### config.mk
export PLATFORM = sky130hd
export DESIGN_NAME = pic_top
export DESIGN_NICKNAME = d
export VERILOG_FILES = /design/src/rtl/pic_pkg.sv /design/src/rtl/pic_line_bank.sv /design/src/rtl/pic_prio_resolve.sv /design/src/rtl/pic_top.sv
export SDC_FILE = /design/constraint.sdc
export NUM_CORES = 1
export LEC_CHECK = 0
export BUFFER_PORTS_ARGS = -buffer_cell sky130_fd_sc_hd__buf_4
export CAP_MARGIN = 10
export CORE_MARGIN = 5
export CORE_UTILIZATION = 30
export CTS_BUF_LIST = sky130_fd_sc_hd__clkbuf_4 sky130_fd_sc_hd__clkbuf_8
export CTS_CLUSTER_DIAMETER = 150
export DETAILED_ROUTE_END_ITERATION = 6
export HOLD_SLACK_MARGIN = 0.05
export MAX_ROUTING_LAYER = met4
export PLACE_DENSITY_LB_ADDON = 0.1
export SLEW_MARGIN = 15
export SYNTH_ARGS = -nofsm -noshare
export SYNTH_HDL_FRONTEND = slang
export SYNTH_SLANG_ARGS = --single-unit
### constraint.sdc
create_clock -name clk -period 4.4 [get_ports clk]
set_clock_uncertainty 0.2 [all_clocks]
set_input_delay 0.44 -clock clk [delete_from_list [all_inputs] [get_ports clk]]
set_output_delay 0.44 -clock clk [all_outputs]
set_load 0.1 [all_outputs]
### src/rtl/pic_pkg.sv
package pic_pkg;
  localparam int MAX_LINES = 32;
  localparam int KIND_W    = 3;
  localparam int PRIO_W    = 3;
  localparam int LVL_SLOTS = 1 << PRIO_W;

  typedef enum logic [KIND_W-1:0] {
    K_LEVEL = 3'd0,
    K_EDGE  = 3'd1,
    K_NMI   = 3'd2,
    K_SOFT  = 3'd3,
    K_TIMER = 3'd4,
    K_DEBUG = 3'd5,
    K_WERR  = 3'd6
  } irq_kind_e;

  // Lines below the configured count
  function automatic logic [MAX_LINES-1:0] line_mask(input int n);
    logic [MAX_LINES-1:0] m;
    for (int i = 0; i < MAX_LINES; i++) m[i] = (i < n);
    return m;
  endfunction

  // Lines of one kind
  function automatic logic [MAX_LINES-1:0] kind_mask(
    input logic [KIND_W*MAX_LINES-1:0] kinds, input int n, input irq_kind_e k);
    logic [MAX_LINES-1:0] m;
    for (int i = 0; i < MAX_LINES; i++)
      m[i] = (i < n) && (kinds[KIND_W*i +: KIND_W] == k);
    return m;
  endfunction

  // Lines whose effective priority equals lvl; NMI lines sit at top
  function automatic logic [MAX_LINES-1:0] prio_mask(
    input logic [KIND_W*MAX_LINES-1:0] kinds,
    input logic [PRIO_W*MAX_LINES-1:0] prios,
    input int n, input int top, input int lvl);
    logic [MAX_LINES-1:0] m;
    int p;
    for (int i = 0; i < MAX_LINES; i++) begin
      p = (kinds[KIND_W*i +: KIND_W] == K_NMI) ? top : int'(prios[PRIO_W*i +: PRIO_W]);
      m[i] = (i < n) && (p == lvl);
    end
    return m;
  endfunction

  // Highest set slot above 0, or 0
  function automatic logic [PRIO_W-1:0] top_hit(input logic [LVL_SLOTS-1:0] hits);
    logic [PRIO_W-1:0] r;
    r = '0;
    for (int l = 1; l < LVL_SLOTS; l++)
      if (hits[l]) r = PRIO_W'(l);
    return r;
  endfunction
endpackage

### src/rtl/pic_line_bank.sv
module pic_line_bank
  import pic_pkg::*;
#(
  parameter int NUM_LINES = 12,
  parameter logic [KIND_W*MAX_LINES-1:0] LINE_KINDS = '0
) (
  input  logic                 clk,
  input  logic                 rst_n,
  input  logic [MAX_LINES-1:0] irq_in,
  input  logic                 set_we,
  input  logic [MAX_LINES-1:0] set_bits,
  input  logic                 clr_we,
  input  logic [MAX_LINES-1:0] clr_bits,
  input  logic                 en_we,
  input  logic [MAX_LINES-1:0] en_bits,
  output logic [MAX_LINES-1:0] pend_q,
  output logic [MAX_LINES-1:0] en_q,
  output logic [MAX_LINES-1:0] pend_d,
  output logic [MAX_LINES-1:0] en_d
);
  localparam logic [MAX_LINES-1:0] LMASK = line_mask(NUM_LINES);
  localparam logic [MAX_LINES-1:0] TRACK = kind_mask(LINE_KINDS, NUM_LINES, K_LEVEL);
  localparam logic [MAX_LINES-1:0] SOFT  = kind_mask(LINE_KINDS, NUM_LINES, K_SOFT);
  localparam logic [MAX_LINES-1:0] CLRBL = kind_mask(LINE_KINDS, NUM_LINES, K_EDGE)
                                         | kind_mask(LINE_KINDS, NUM_LINES, K_NMI)
                                         | SOFT;

  logic [MAX_LINES-1:0] raw_next;
  logic [MAX_LINES-1:0] sw_set;
  logic [MAX_LINES-1:0] sw_clr;

  assign sw_set = set_we ? (set_bits & SOFT)  : '0;
  assign sw_clr = clr_we ? (clr_bits & CLRBL) : '0;

  for (genvar i = 0; i < MAX_LINES; i++) begin : g_line
    if (TRACK[i]) begin : g_track
      assign raw_next[i] = irq_in[i];
    end else begin : g_latch
      assign raw_next[i] = (pend_q[i] & ~sw_clr[i]) | irq_in[i] | sw_set[i];
    end
  end

  assign pend_d = raw_next & LMASK;
  assign en_d   = en_we ? (en_bits & LMASK) : en_q;

  always_ff @(posedge clk or negedge rst_n) begin
    if (!rst_n) begin
      pend_q <= '0;
      en_q   <= '0;
    end else begin
      pend_q <= pend_d;
      en_q   <= en_d;
    end
  end
endmodule

### src/rtl/pic_prio_resolve.sv
module pic_prio_resolve
  import pic_pkg::*;
#(
  parameter int NUM_LINES  = 12,
  parameter int NUM_LEVELS = 6,
  parameter logic [KIND_W*MAX_LINES-1:0] LINE_KINDS = '0,
  parameter logic [PRIO_W*MAX_LINES-1:0] LINE_PRIOS = '0
) (
  input  logic [MAX_LINES-1:0] active,
  input  logic [PRIO_W-1:0]    cur_level,
  output logic [LVL_SLOTS-1:0] level_hit,
  output logic [PRIO_W-1:0]    best
);
  localparam int TOP = NUM_LEVELS + 1;

  for (genvar l = 0; l < LVL_SLOTS; l++) begin : g_lvl
    if (l >= 1 && l <= TOP) begin : g_used
      localparam logic [MAX_LINES-1:0] M = prio_mask(LINE_KINDS, LINE_PRIOS, NUM_LINES, TOP, l);
      assign level_hit[l] = (|(active & M)) && (cur_level < PRIO_W'(l));
    end else begin : g_none
      assign level_hit[l] = 1'b0;
    end
  end

  assign best = top_hit(level_hit);
endmodule

### src/rtl/pic_top.sv
module pic_top
  import pic_pkg::*;
#(
  parameter int NUM_LINES  = 12,
  parameter int NUM_LEVELS = 6,
  parameter logic [KIND_W*MAX_LINES-1:0] LINE_KINDS =
    {{20{3'd0}}, 3'd1, 3'd0, 3'd6, 3'd5, 3'd3, 3'd2, 3'd1, 3'd0, 3'd3, 3'd1, 3'd0, 3'd4},
  parameter logic [PRIO_W*MAX_LINES-1:0] LINE_PRIOS =
    {{20{3'd1}}, 3'd5, 3'd3, 3'd2, 3'd6, 3'd1, 3'd7, 3'd6, 3'd5, 3'd3, 3'd2, 3'd1, 3'd4}
) (
  input  logic                 clk,
  input  logic                 rst_n,
  input  logic [MAX_LINES-1:0] irq_in,
  input  logic [PRIO_W-1:0]    cur_level,
  input  logic                 set_we,
  input  logic [MAX_LINES-1:0] set_bits,
  input  logic                 clr_we,
  input  logic [MAX_LINES-1:0] clr_bits,
  input  logic                 en_we,
  input  logic [MAX_LINES-1:0] en_bits,
  output logic [PRIO_W-1:0]    pend_level
);
  logic [MAX_LINES-1:0] pend_q, en_q, pend_d, en_d, active;
  logic [LVL_SLOTS-1:0] level_hit;
  logic [PRIO_W-1:0]    best;
  logic [PRIO_W-1:0]    pend_level_q;

  pic_line_bank #(.NUM_LINES(NUM_LINES), .LINE_KINDS(LINE_KINDS)) u_bank (
    .clk(clk), .rst_n(rst_n), .irq_in(irq_in),
    .set_we(set_we), .set_bits(set_bits),
    .clr_we(clr_we), .clr_bits(clr_bits),
    .en_we(en_we), .en_bits(en_bits),
    .pend_q(pend_q), .en_q(en_q), .pend_d(pend_d), .en_d(en_d)
  );

  // Evaluate on the post-update state so the output lags by one edge
  assign active = pend_d & en_d;

  pic_prio_resolve #(
    .NUM_LINES(NUM_LINES), .NUM_LEVELS(NUM_LEVELS),
    .LINE_KINDS(LINE_KINDS), .LINE_PRIOS(LINE_PRIOS)
  ) u_resolve (
    .active(active), .cur_level(cur_level), .level_hit(level_hit), .best(best)
  );

  always_ff @(posedge clk or negedge rst_n) begin
    if (!rst_n) pend_level_q <= '0;
    else        pend_level_q <= best;
  end

  assign pend_level = pend_level_q;
endmodule

Word level (Yosys, flattened, before mapping) --
Index checks and enable logic that the tools add are counted.
Operators by class: reduce and logical (&&, ||, !) cells 12, multiplexer cells 10, bitwise logic cells 37, magnitude comparators 7
Operator list (count):
- two-way mux 32 bit | 1
- two-way mux 3 bit | 6
- OR 1 bit | 15
- bitwise AND 12 bit | 1
- less-than comparator 3 bit, second input constant | 4
- two-way mux 12 bit | 1
- OR reduction 2 bit | 5
- bitwise AND 1 bit | 9
- inverter 1 bit | 9
- two-way mux 8 bit | 1
- logical AND 1 bit | 7
- less-than comparator 3 x 2 -> 1 bit, second input constant | 2
- less-than comparator 3 x 1 -> 1 bit, second input constant | 1
- OR 1 bit, second input constant | 3
- two-way mux 1 bit | 1
Storage, ports and cells: bits in registers 47, output and inout bits 3, logic and storage cells 69

Longest topological paths before layout --
Gate-level depths: netlist (run 1).
depth in word-level cells 15, mapped depth 6, gate-level depth less buffers 5

Hierarchy --
Synthesis (run 1) repeated with hierarchy kept, for this count alone.
Second synthesis, totals: cell total of the unflattened synthesis 197, area total of the unflattened synthesis 2234.6 sq um
By module, submodules not included:
- pic_line_bank | area each 1800.5 sq um, times used 1, seq. area each 1101.1 sq um, cells an instance 138
- pic_top | area each 275.3 sq um, times used 1, seq. area each 75.1 sq um, cells an instance 35
- pic_prio_resolve | area each 158.9 sq um, times used 1, seq. area each 0.0 sq um, cells an instance 24

Least setup slack after synthesis (run 1) --
OpenSTA, ideal clock, no wires.
path kind input port to flip-flop, start point in en_we, end point reg pend_level_q[0], in the netlist pend_level[0], path slack 2727 ps, data arrival time 1349 ps, stages on the path 5, cell sequence buf_6 mux2_4 a22o_1 a211oi_2 o21ai_1
Between the ends: cells in the longest elaborated chain, start to end 11, elaborated cells on any way between the ends 21
RTL lines:
- from (decl) | RTL line pic_top.sv:19 | input logic en_we,
- two-way mux 32 bit | RTL line pic_line_bank.sv:44 | assign en_d = en_we ? (en_bits & LMASK) : en_q;
- net en_d[7] | RTL line pic_top.sv:23 | logic [MAX_LINES-1:0] pend_q, en_q, pend_d, en_d, active;
- bitwise AND 12 bit | RTL line pic_top.sv:37 | assign active = pend_d & en_d;
- OR reduction 2 bit | RTL line pic_prio_resolve.sv:19 | assign level_hit[l] = (|(active & M)) && (cur_level < PRIO_W'(l));
- logical AND 1 bit | RTL line pic_prio_resolve.sv:19
- two-way mux 1 bit | RTL line pic_pkg.sv:52 | if (hits[l]) r = PRIO_W'(l);
- two-way mux 3 bit (6 in a row) | RTL line pic_pkg.sv:52
- net best[0] | RTL line pic_top.sv:25 | logic [PRIO_W-1:0] best;
- to (signal assigned) | RTL line pic_top.sv:48 | else pend_level_q <= best;
- to (decl) | RTL line pic_top.sv:26 | logic [PRIO_W-1:0] pend_level_q;
The timed path passes the listed nets, and every way through them passes these cells.

Worst setup path after layout (run 1) --
start point in en_we, end point reg pend_level_q[0], in the netlist pend_level[0]
Between the ends: elaborated cells on any way between the ends 21
RTL lines (RTL line):
- two-way mux 32 bit | pic_line_bank.sv:44
- net en_d[10] | pic_top.sv:23
- bitwise AND 12 bit | pic_top.sv:37
- OR reduction 2 bit | pic_prio_resolve.sv:19
- logical AND 1 bit | pic_prio_resolve.sv:19
- two-way mux 3 bit (5 in a row) | pic_pkg.sv:52
- net best[0] | pic_top.sv:25
The timed path passes the listed nets, and every way through them passes these cells.

==> results of run 1 <==
-- flip-flops by register name (all words and copies together) (netlist names) --
name and cells:
u_bank.en_q 12, pend_level 3, u_bank.pend_q 9
-- cell type report --
| class | count | area, um2 |
|---|---|---|
| Fill cell | 357 | 1919 |
| Tap cell | 46 | 57.56 |
| Inverter | 3 | 11.26 |
| Multi-Input combinational cell | 53 | 426.7 |
| Timing Repair Buffer | 43 | 325.3 |
| Sequential cell | 24 | 600.6 |
| Clock buffer | 3 | 22.52 |
-- cell usage after synthesis (2+ instances only) --
| cell type | n |
|---|---|
| dfrtp_1 | 24 |
| mux2_4 | 6 |
| nand2_1 | 5 |
| mux2_2 | 4 |
| o21ai_0 | 4 |
| or2_2 | 4 |
| inv_1 | 3 |
| nand3_1 | 3 |
| a211oi_2 | 2 |
| a21boi_1 | 2 |
| a221o_1 | 2 |
| a22o_1 | 2 |
| and3_1 | 2 |
| nor2_1 | 2 |
| nor3_1 | 2 |
-- through the flow --
step	instance area [um2]	worst slack (ns)	util [%]	power, mW
2_1_floorplan	1050	2.727	-	0.3212
3_3_place_gp	1411	2.428	41.96	0.3693
4_1_cts	1444	2.771	42.93	0.4656
6_report	1444	2.772	42.93	0.4552
5_1_grt	1444	2.747	42.93	0.4849
3_5_place_dp	1411	2.426	41.96	0.3704
-- kinds of logic (layout without fill, tap and decap cells) --
family,after synthesis,after routing,synth area share (%)
flip-flops,24,24,57.21
AND/OR/NAND/NOR,22,22,10.85
AO/OA/AOI/OAI,19,19,14.90
multiplexers,12,12,14.90
buffers and inverters,4,49,2.145
-- critical path, stage by stage --
cell and delay, ns:
buf_4 0.21, mux2_2 0.37, and3_1 0.16, a31o_1 0.20
a211oi_2 0.14, o21ai_1 0.10
-- routing by layer --
layer	vias to the layer above	GRT usage, %	share of wire, %
met2	24	17.16	47
met4	0	3.254	0.56
li1	382	-	-
met5	-	-	0
met1	371	11.70	45
met3	2	3.343	6.7
-- what timing repair did --
item / 4_1_cts / 5_1_grt
hold buffers: 1 / 0
resized for setup: 0 / 0
hold endpoints to repair: 24 / 0
buffers inserted: 0 / 0
-- worst max path at each step --
stage | start | to | slack, ns | depth (start not counted)
after floorplan | en_we | pend_level[0]$_DFF_PN0_ | 2.73 | 5
after global placement | en_we | pend_level[0]$_DFF_PN0_ | 2.43 | 6
after detailed placement | en_we | pend_level[0]$_DFF_PN0_ | 2.43 | 6
after CTS | en_we | pend_level[0]$_DFF_PN0_ | 2.77 | 6
after global routing | en_we | pend_level[0]$_DFF_PN0_ | 2.75 | 6
final | en_we | pend_level[0]$_DFF_PN0_ | 2.77 | 6
-- where the power goes --
group	switching [mW]	internal (mW)	total [mW]
registers	0.00469	0.239	0.243
clock network	0.0585	0.0319	0.0903
logic	0.0672	0.0544	0.122
total	0.130	0.325	0.455
==> impl_results.md, run 1 <==
* CP max FO at 12
* Fraction of layout instances using a drive strength above 1 at 50.79%
* Async set-reset flop share out of synthesis at 100.0%
* Port Buf Inserts at 42
* CTS H-tree lvls at 1
* Number of enable flip-flop cells after synthesis at 0
* Number of instances in the placed design at 168
* Setup repair after global routing missed its margin: no
* Highest Clock Rate at 614.4 MHz
* Initial core utilization at 31.21%
* Starting DRT DRC Count at 19
* Worst vdd ir at 119.2 uV
* Vias in the first global route at 881
* GPL Wtd Cong at 0.7326
* Clock tree from TritonCTS: built
* Type of the setup path with the least slack: primary input to flop
* P&R area growth vs syn at 37.54%
* Most frequent cells in the layout: 42 x buf_4, 24 x dfrtp_1, 6 x mux2_4
* Area of the core at 0.003363 mm2
* Final setup TNS at 0 ns
* Primary flip-flop cell chosen by synthesis mapping: dfrtp_1
* Vias per cell at 4.529
* WL per Instance at 13.39 um
* Number of primary I/O pins at 139
* Slew margin rel. at 76.36%
* Shortest clock period the worst path allows after layout at 1.628 ns
* R2r worst-path depth at 5
* Ranking of synthesized cells by area: dfrtp_1 57%, mux2_4 8.6%, mux2_2 4.3%
* Number of instances on the worst hold path at 2
* Total gr overflow at 0
* Total via count in the routed design at 779
* Ant. Diodes at 0
* Standard-cell row count at 21
* Share of synthesized area occupied by flip-flops and latches at 57.21%
* First-pass GRT wire length at 3.898 mm
* Total number of clock tree sinks at 24
* Overall die width at 69.16 um
* Clock insertion delay at the later pin of the skew report at 0.30 ns
* Post-synthesis instance area at 0.001050 mm2
* Final Hold Violating Endpoints at 0
* Critical path launch point type: primary input
* Transition at the pin with the smallest max-transition slack at 0.3518 ns
* Capturing element type of the critical path: flop
* Reg2reg setup slack at 2.86 ns
* Post-Synthesis Mean Instance Area at 12.96 um2
* Net count of the mapped netlist at 217
* Top-area cell type share of the netlist area at 57.21%
* Routed wire length at 2.303 mm
* Max cap viols at 0
* Maximum number of pins on one net before global-route repair at 25
* Number of failing setup endpoints in the final timing report at 0
* DPL Wire Length at 1.810 mm
* Cell Count, Final, Fillers Out at 172
* Final #Nets at 264
* Die ar. at 0.004782 mm2
* Clock root buffer master: clkbuf_4
* Number of detailed-routing iterations run before antenna repair at 4
* Post-CTS clock slew at the launch and capture registers of the worst setup and hold paths at 0.12 ns
* Crit Reg-Reg Startpoint: u_bank.en_q[10]$_DFF_PN0_
* Worst EP required at 4.39 ns
* Result of the run: completed
* Global-route usage over all layers at 10.30%
* Max Buffers Root-to-Sink at 2
* Yosys warning total at 0
* Count of final max-slew check failures at 0
* Number of buffers created by CTS at 3
* Number of distinct library cells after synthesis at 29
* Post-route antenna net violation count at 0
* Die height at 69.16 um
* Synthesized netlist cell count at 81
* Total DRC errors in the routed layout at 0
* Worst min path class: primary input to flop
* Static leakage at 0.6587 nW
* Largest area contributor in the netlist: dfrtp_1
* Data arrival time at the worst-slack endpoint at 1.62 ns
* Final worst-path cycle share at 36.99%
* Seq cells post-synth at 24
* Power density normalized to cell area at 315.3 mW/mm2
* Worst r2r dst: pend_level[0]$_DFF_PN0_
* Worst Hold Path EP: u_bank.pend_q[2]$_DFF_PN0_
* Most frequent standard cell in the layout excluding fill and tap cells: buf_4
* Antenna violations before repair at 0
* Hold slack at 0.1281 ns
* Hold Path Origin: irq_in[2]
(Power assumes the default switching activity.)
==> inputs of run 2 (changes only) <==
Clock period 4.4 ns to 1.55 ns, I/O delays scaled along.
==> run 2 against run 1 <==
The run now ends with hold timing left. Cell area rose by 22%. Clock-buffer cell count rose by 1. Non-clock buffer count up 28. Largest cell class is now non-clock buffers. Highest routed layer unchanged.
==> impl_results.md, run 2 (same netlist as run 1, synthesis figures left out) <==
* Most frequent cells in the layout: 44 x buf_4, 25 x dlygate4sd3_1, 24 x dfrtp_1
* Power density normalized to cell area at 818.0 mW/mm2
* Post-route antenna net violation count at 0
* Result of the run: finished with violations
* Setup repair after global routing missed its margin: yes
* Final worst-path cycle share at 99.05%
* Number of buffers created by CTS at 3
* Number of instances on the worst hold path at 2
* Capturing element type of the critical path: flop
* Vias per cell at 4.383
* Total via count in the routed design at 881
* Flip-flop count of the largest register after layout at 12
* Data arrival time at the worst-slack endpoint at 1.54 ns
* Standard-cell row count at 21
* Total DRC errors in the routed layout at 0
* Pre-CTS worst setup slack at -0.03425 ns
* Shortest clock period the worst path allows after layout at 1.535 ns
* Count of final max-slew check failures at 0
* Number of buffers inserted for hold repair after clock tree synthesis at 27
* Overall die width at 69.16 um
* Final Hold Violating Endpoints at 4
* Max Buffers Root-to-Sink at 2
* Die height at 69.16 um
* Final #Nets at 292
* Worst EP required at 1.56 ns
* Die ar. at 0.004782 mm2
* Final core utilization at 52.46%
* P&R area growth vs syn at 68.06%
* Largest register by flop count: u_bank.en_q
* Vias in the first global route at 1012
* Post-CTS clock slew at the launch and capture registers of the worst setup and hold paths at 0.13 ns
* Port Buf Inserts at 42
* Number of detailed-routing iterations run before antenna repair at 4
* Multi-input combinational cell area at 437.9 um2
* Power, Total at 1.443 mW
* Number of fill cells at 324
* Antenna violations before repair at 0
* Number of primary I/O pins at 139
* Starting DRT DRC Count at 22
* Setup WS post-layout at 0.01465 ns
* Worst min path class: primary input to flop
* Clock tree from TritonCTS: built
* DPL Wire Length at 1.874 mm
* Fraction of layout instances using a drive strength above 1 at 46.45%
* Number of instances in the placed design at 172
* Critical path launch point type: primary input
* Clock root buffer master: clkbuf_4
* Slew margin rel. at 78.54%
* Clock insertion delay at the later pin of the skew report at 0.31 ns
* Routed wire length at 2.502 mm
* Ant. Diodes at 0
* Worst vdd ir at 295.7 uV
* Post-CTS Setup Repair Bufs at 0
* Max cap viols at 0
* CTS H-tree lvls at 1
* Highest Clock Rate at 651.3 MHz
* Number of failing setup endpoints in the final timing report at 0
* First-pass GRT wire length at 4.429 mm
* Final setup TNS at 0 ns
* Static leakage at 0.7938 nW
* Register area at 600.6 um2
* Cell Count, Final, Fillers Out at 201
* Transition at the pin with the smallest max-transition slack at 0.3186 ns
* Hold slack at -0.1266 ns
* Most frequent standard cell in the layout excluding fill and tap cells: buf_4
* Violated checks: hold timing
* Total number of clock tree sinks at 24
* GPL Wtd Cong at 0.6789
* CP max FO at 2
* Total gr overflow at 0
* Area of the core at 0.003363 mm2
* Maximum number of pins on one net before global-route repair at 25
* R2r worst-path depth at 5
* WL per Instance at 12.45 um
* Global-route usage over all layers at 11.43%
* Type of the setup path with the least slack: primary input to flop
* Initial core utilization at 31.21%
run 2: cell types whose count changed in the layout (fill, tap and decap cells not counted), sizes merged:
| cell | change |
|---|---|
| dlygate4sd3 | +24 |
| clkbuf | +1 |
| buf | +4 |
run 2: layer usage:
metal	wire, um	track usage [%]
met1	1185	14.65
met2	1178	18.22
met3	124	2.471
met4	13	3.254
met5	0	-
run 2: metrics by stage:
| step | hold slack, ns | area, um2 |
|---|---|---|
| floorplan | -0.3406 | 1050 |
| global placement | -0.1277 | 1466 |
| detailed placement | -0.1277 | 1466 |
| CTS | -0.1367 | 1773 |
| global route | -0.1305 | 1764 |
| finish | -0.1266 | 1764 |
run 2: worst paths after layout:
kind / start / to / slack, ns
setup reg to reg: u_bank.en_q[10]$_DFF_PN0_ / pend_level[0]$_DFF_PN0_ / 0.02
max in group asynchronous: rst_n / u_bank.en_q[3]$_DFF_PN0_ / 0.85
hold reg to reg: u_bank.pend_q[0]$_DFF_PN0_ / u_bank.pend_q[0]$_DFF_PN0_ / 0.28
setup / recovery: en_bits[1] / pend_level[0]$_DFF_PN0_ / 0.01
min in group asynchronous: rst_n / u_bank.pend_q[11]$_DFF_PN0_ / 0.06
hold / removal: en_bits[8] / u_bank.en_q[8]$_DFF_PN0_ / -0.13
run 2: power breakdown:
group,internal [mW],switching (mW)
clock,0.143,0.184
sequential,0.677,0.0140
combinational,0.219,0.206
total,1.04,0.403
run 2: critical path, stage by stage:
cell,delay (ns)
dlygate4sd3_1,0.54
buf_4,0.13
mux2_2,0.26
a22o_1,0.20
a211oi_2,0.17
o21ai_1,0.09
run 2: layout make-up:
cell class / instances / share of cell area, %
sequential: 24 / 34.04
inverter: 3 / 0.6383
timing repair buffer: 71 / 35.18
tap: 46 / 3.262
clock buffer: 4 / 2.057
multi-input combinational: 53 / 24.82
run 2: timing repair:
action	in CTS	in global routing
endpoints found under the hold margin	48	5
setup endpoints to repair	0	5
gates resized for setup	0	4
==> inputs of run 3 (changes only) <==
Settings changed: BUFFER_PORTS_ARGS -buffer_cell sky130_fd_sc_hd__buf_4 to -buffer_cell sky130_fd_sc_hd__buf_2.
==> run 3 against run 2 <==
The flow still finishes with violations (hold timing). Flip-flop and latch count did not move. Clock power grew 37%. Global-route usage about the same. Core utilization decreased by 1.1 points. Largest power group unchanged. Setup slack lost 0.014 ns. Wire length shrank 0.20%. First-iteration DRC count shrank 59%. Largest cell class is now flip-flops and latches.
==> impl_results.md, run 3 (same netlist as run 1, synthesis figures left out) <==
* Post-route antenna net violation count at 0
* Number of fill cells at 330
* Final #Nets at 296
* Slew margin rel. at 64.77%
* Die height at 69.16 um
* CP max FO at 2
* Post-CTS Setup Repair Bufs at 0
* Transition at the pin with the smallest max-transition slack at 0.5285 ns
* Port Buf Inserts at 42
* Final worst-path cycle share at 99.99%
* Standard-cell row count at 21
* Setup WS post-layout at 0.0001505 ns
* Number of buffers created by CTS at 3
* Clock tree from TritonCTS: built
* Max cap viols at 0
* WL per Instance at 12.18 um
* Register area at 600.6 um2
* Vias in the first global route at 998
* Critical path launch point type: primary input
* Clock insertion delay at the later pin of the skew report at 0.31 ns
* Number of buffer and inverter stages on the critical path at 2
* Multi-input combinational cell area at 461.7 um2
* DPL Wire Length at 1.828 mm
* Type of the setup path with the least slack: primary input to flop
* Capturing element type of the critical path: flop
* Clock root buffer master: clkbuf_4
* Number of failing setup endpoints in the final timing report at 0
* P&R area growth vs syn at 64.48%
* Total via count in the routed design at 901
* Worst vdd ir at 666.4 uV
* Overall die width at 69.16 um
* Die ar. at 0.004782 mm2
* Power density normalized to cell area at 893.1 mW/mm2
* Total DRC errors in the routed layout at 0
* Post-CTS clock slew at the launch and capture registers of the worst setup and hold paths at 0.13 ns
* Worst EP required at 1.56 ns
* Most frequent cells in the layout: 41 x buf_2, 26 x dlygate4sd3_1, 24 x dfrtp_1
* Total number of clock tree sinks at 24
* Setup repair after global routing missed its margin: yes
* Maximum number of pins on one net before global-route repair at 25
* CTS H-tree lvls at 1
* First-pass GRT wire length at 4.353 mm
* Final Hold Violating Endpoints at 2
* Delay contributed by the slowest stage of the critical path at 0.54 ns
* Fraction of layout instances using a drive strength above 1 at 49.69%
* Pre-CTS worst setup slack at -0.08053 ns
* Worst min path class: primary input to flop
* Count of final max-slew check failures at 0
* Result of the run: finished with violations
* Number of buffers inserted for hold repair after clock tree synthesis at 27
* Data arrival time at the worst-slack endpoint at 1.56 ns
* Vias per cell at 4.395
* Shortest clock period the worst path allows after layout at 1.550 ns
* GPL Wtd Cong at 0.7563
* Routed wire length at 2.497 mm
* Area of the core at 0.003363 mm2
* Total gr overflow at 0
* Global-route usage over all layers at 11.45%
* Critical Path Slowest Stage Cell: dlygate4sd3_1
* Max Buffers Root-to-Sink at 2
* Flip-flop count of the largest register after layout at 12
* Number of detailed-routing iterations run before antenna repair at 2
* Hold slack at -0.1353 ns
* Final setup TNS at 0 ns
* Static leakage at 0.7977 nW
* Ant. Diodes at 0
* Violated checks: hold timing
* Starting DRT DRC Count at 9
* Family with the most delay on the worst path: compound AO/OA/AOI/OAI gates
* Initial core utilization at 31.21%
* Critical path cell sequence: dlygate4sd3_1, buf_2, a221o_1, a31o_4, a211oi_2, o21ai_1
* Highest Clock Rate at 645.2 MHz
* Most frequent standard cell in the layout excluding fill and tap cells: buf_2
* Largest register by flop count: u_bank.en_q
* Antenna violations before repair at 0
* Number of primary I/O pins at 139
[run 3: cell type report]
class / count / share of cell area [%]
Clock inverter: 1 / 1.739
Inverter: 3 / 0.6522
Tap cell: 46 / 3.333
Timing Repair Buffer: 75 / 31.45
Sequential cell: 24 / 34.78
Clock buffer: 3 / 1.304
Multi-Input combinational cell: 53 / 26.74
[run 3: worst paths after layout]
kind                                                 start                          end  slack, ns  depth (start not counted)
worst max-delay path                             irq_in[3]      pend_level[0]$_DFF_PN0_     0.0002                          6
worst min-delay path                             irq_in[7]   u_bank.pend_q[7]$_DFF_PN0_      -0.14                          2
worst max register to register   u_bank.en_q[10]$_DFF_PN0_      pend_level[0]$_DFF_PN0_     0.0002                          5
worst min register to register  u_bank.pend_q[0]$_DFF_PN0_   u_bank.pend_q[0]$_DFF_PN0_       0.26                          2
max in group asynchronous                            rst_n     u_bank.en_q[5]$_DFF_PN0_       0.66                          2
min in group asynchronous                            rst_n  u_bank.pend_q[11]$_DFF_PN0_       0.14                          2
[run 3: metrics by stage]
step / power, mW / instances / area [um2] / utilization [%]
after floorplan: 0.9119 / 81 / 1050 / -
after global placement: 1.031 / 175 / 1371 / 40.77
after detailed placement: 1.036 / 175 / 1371 / 40.77
after CTS: 1.554 / 206 / 1694 / 50.37
after global routing: 1.639 / 205 / 1727 / 51.34
final: 1.542 / 205 / 1727 / 51.34
[run 3: what timing repair did]
action | in CTS | in global routing
endpoints found under the hold margin | 48 | 3
gates resized for setup | 0 | 14
setup endpoints to repair | 1 | 3
pin swaps | 1 | 4
[run 3: layer usage]
| metal | wire [um] | GRT usage, % | part of all wire, % | up-vias |
|---|---|---|---|---|
| li1 | - | - | - | 449 |
| met1 | 1119 | 13.96 | 45 | 423 |
| met2 | 1234 | 19.17 | 49 | 29 |
| met3 | 142 | 3.634 | 5.7 | 0 |
| met4 | 0 | 1.302 | 0 | 0 |
| met5 | 0 | - | 0 | - |
[run 3: power breakdown]
part	switching, mW	internal (mW)
Sequential	0.0119	0.677
Combinational	0.211	0.194
Clock	0.186	0.262
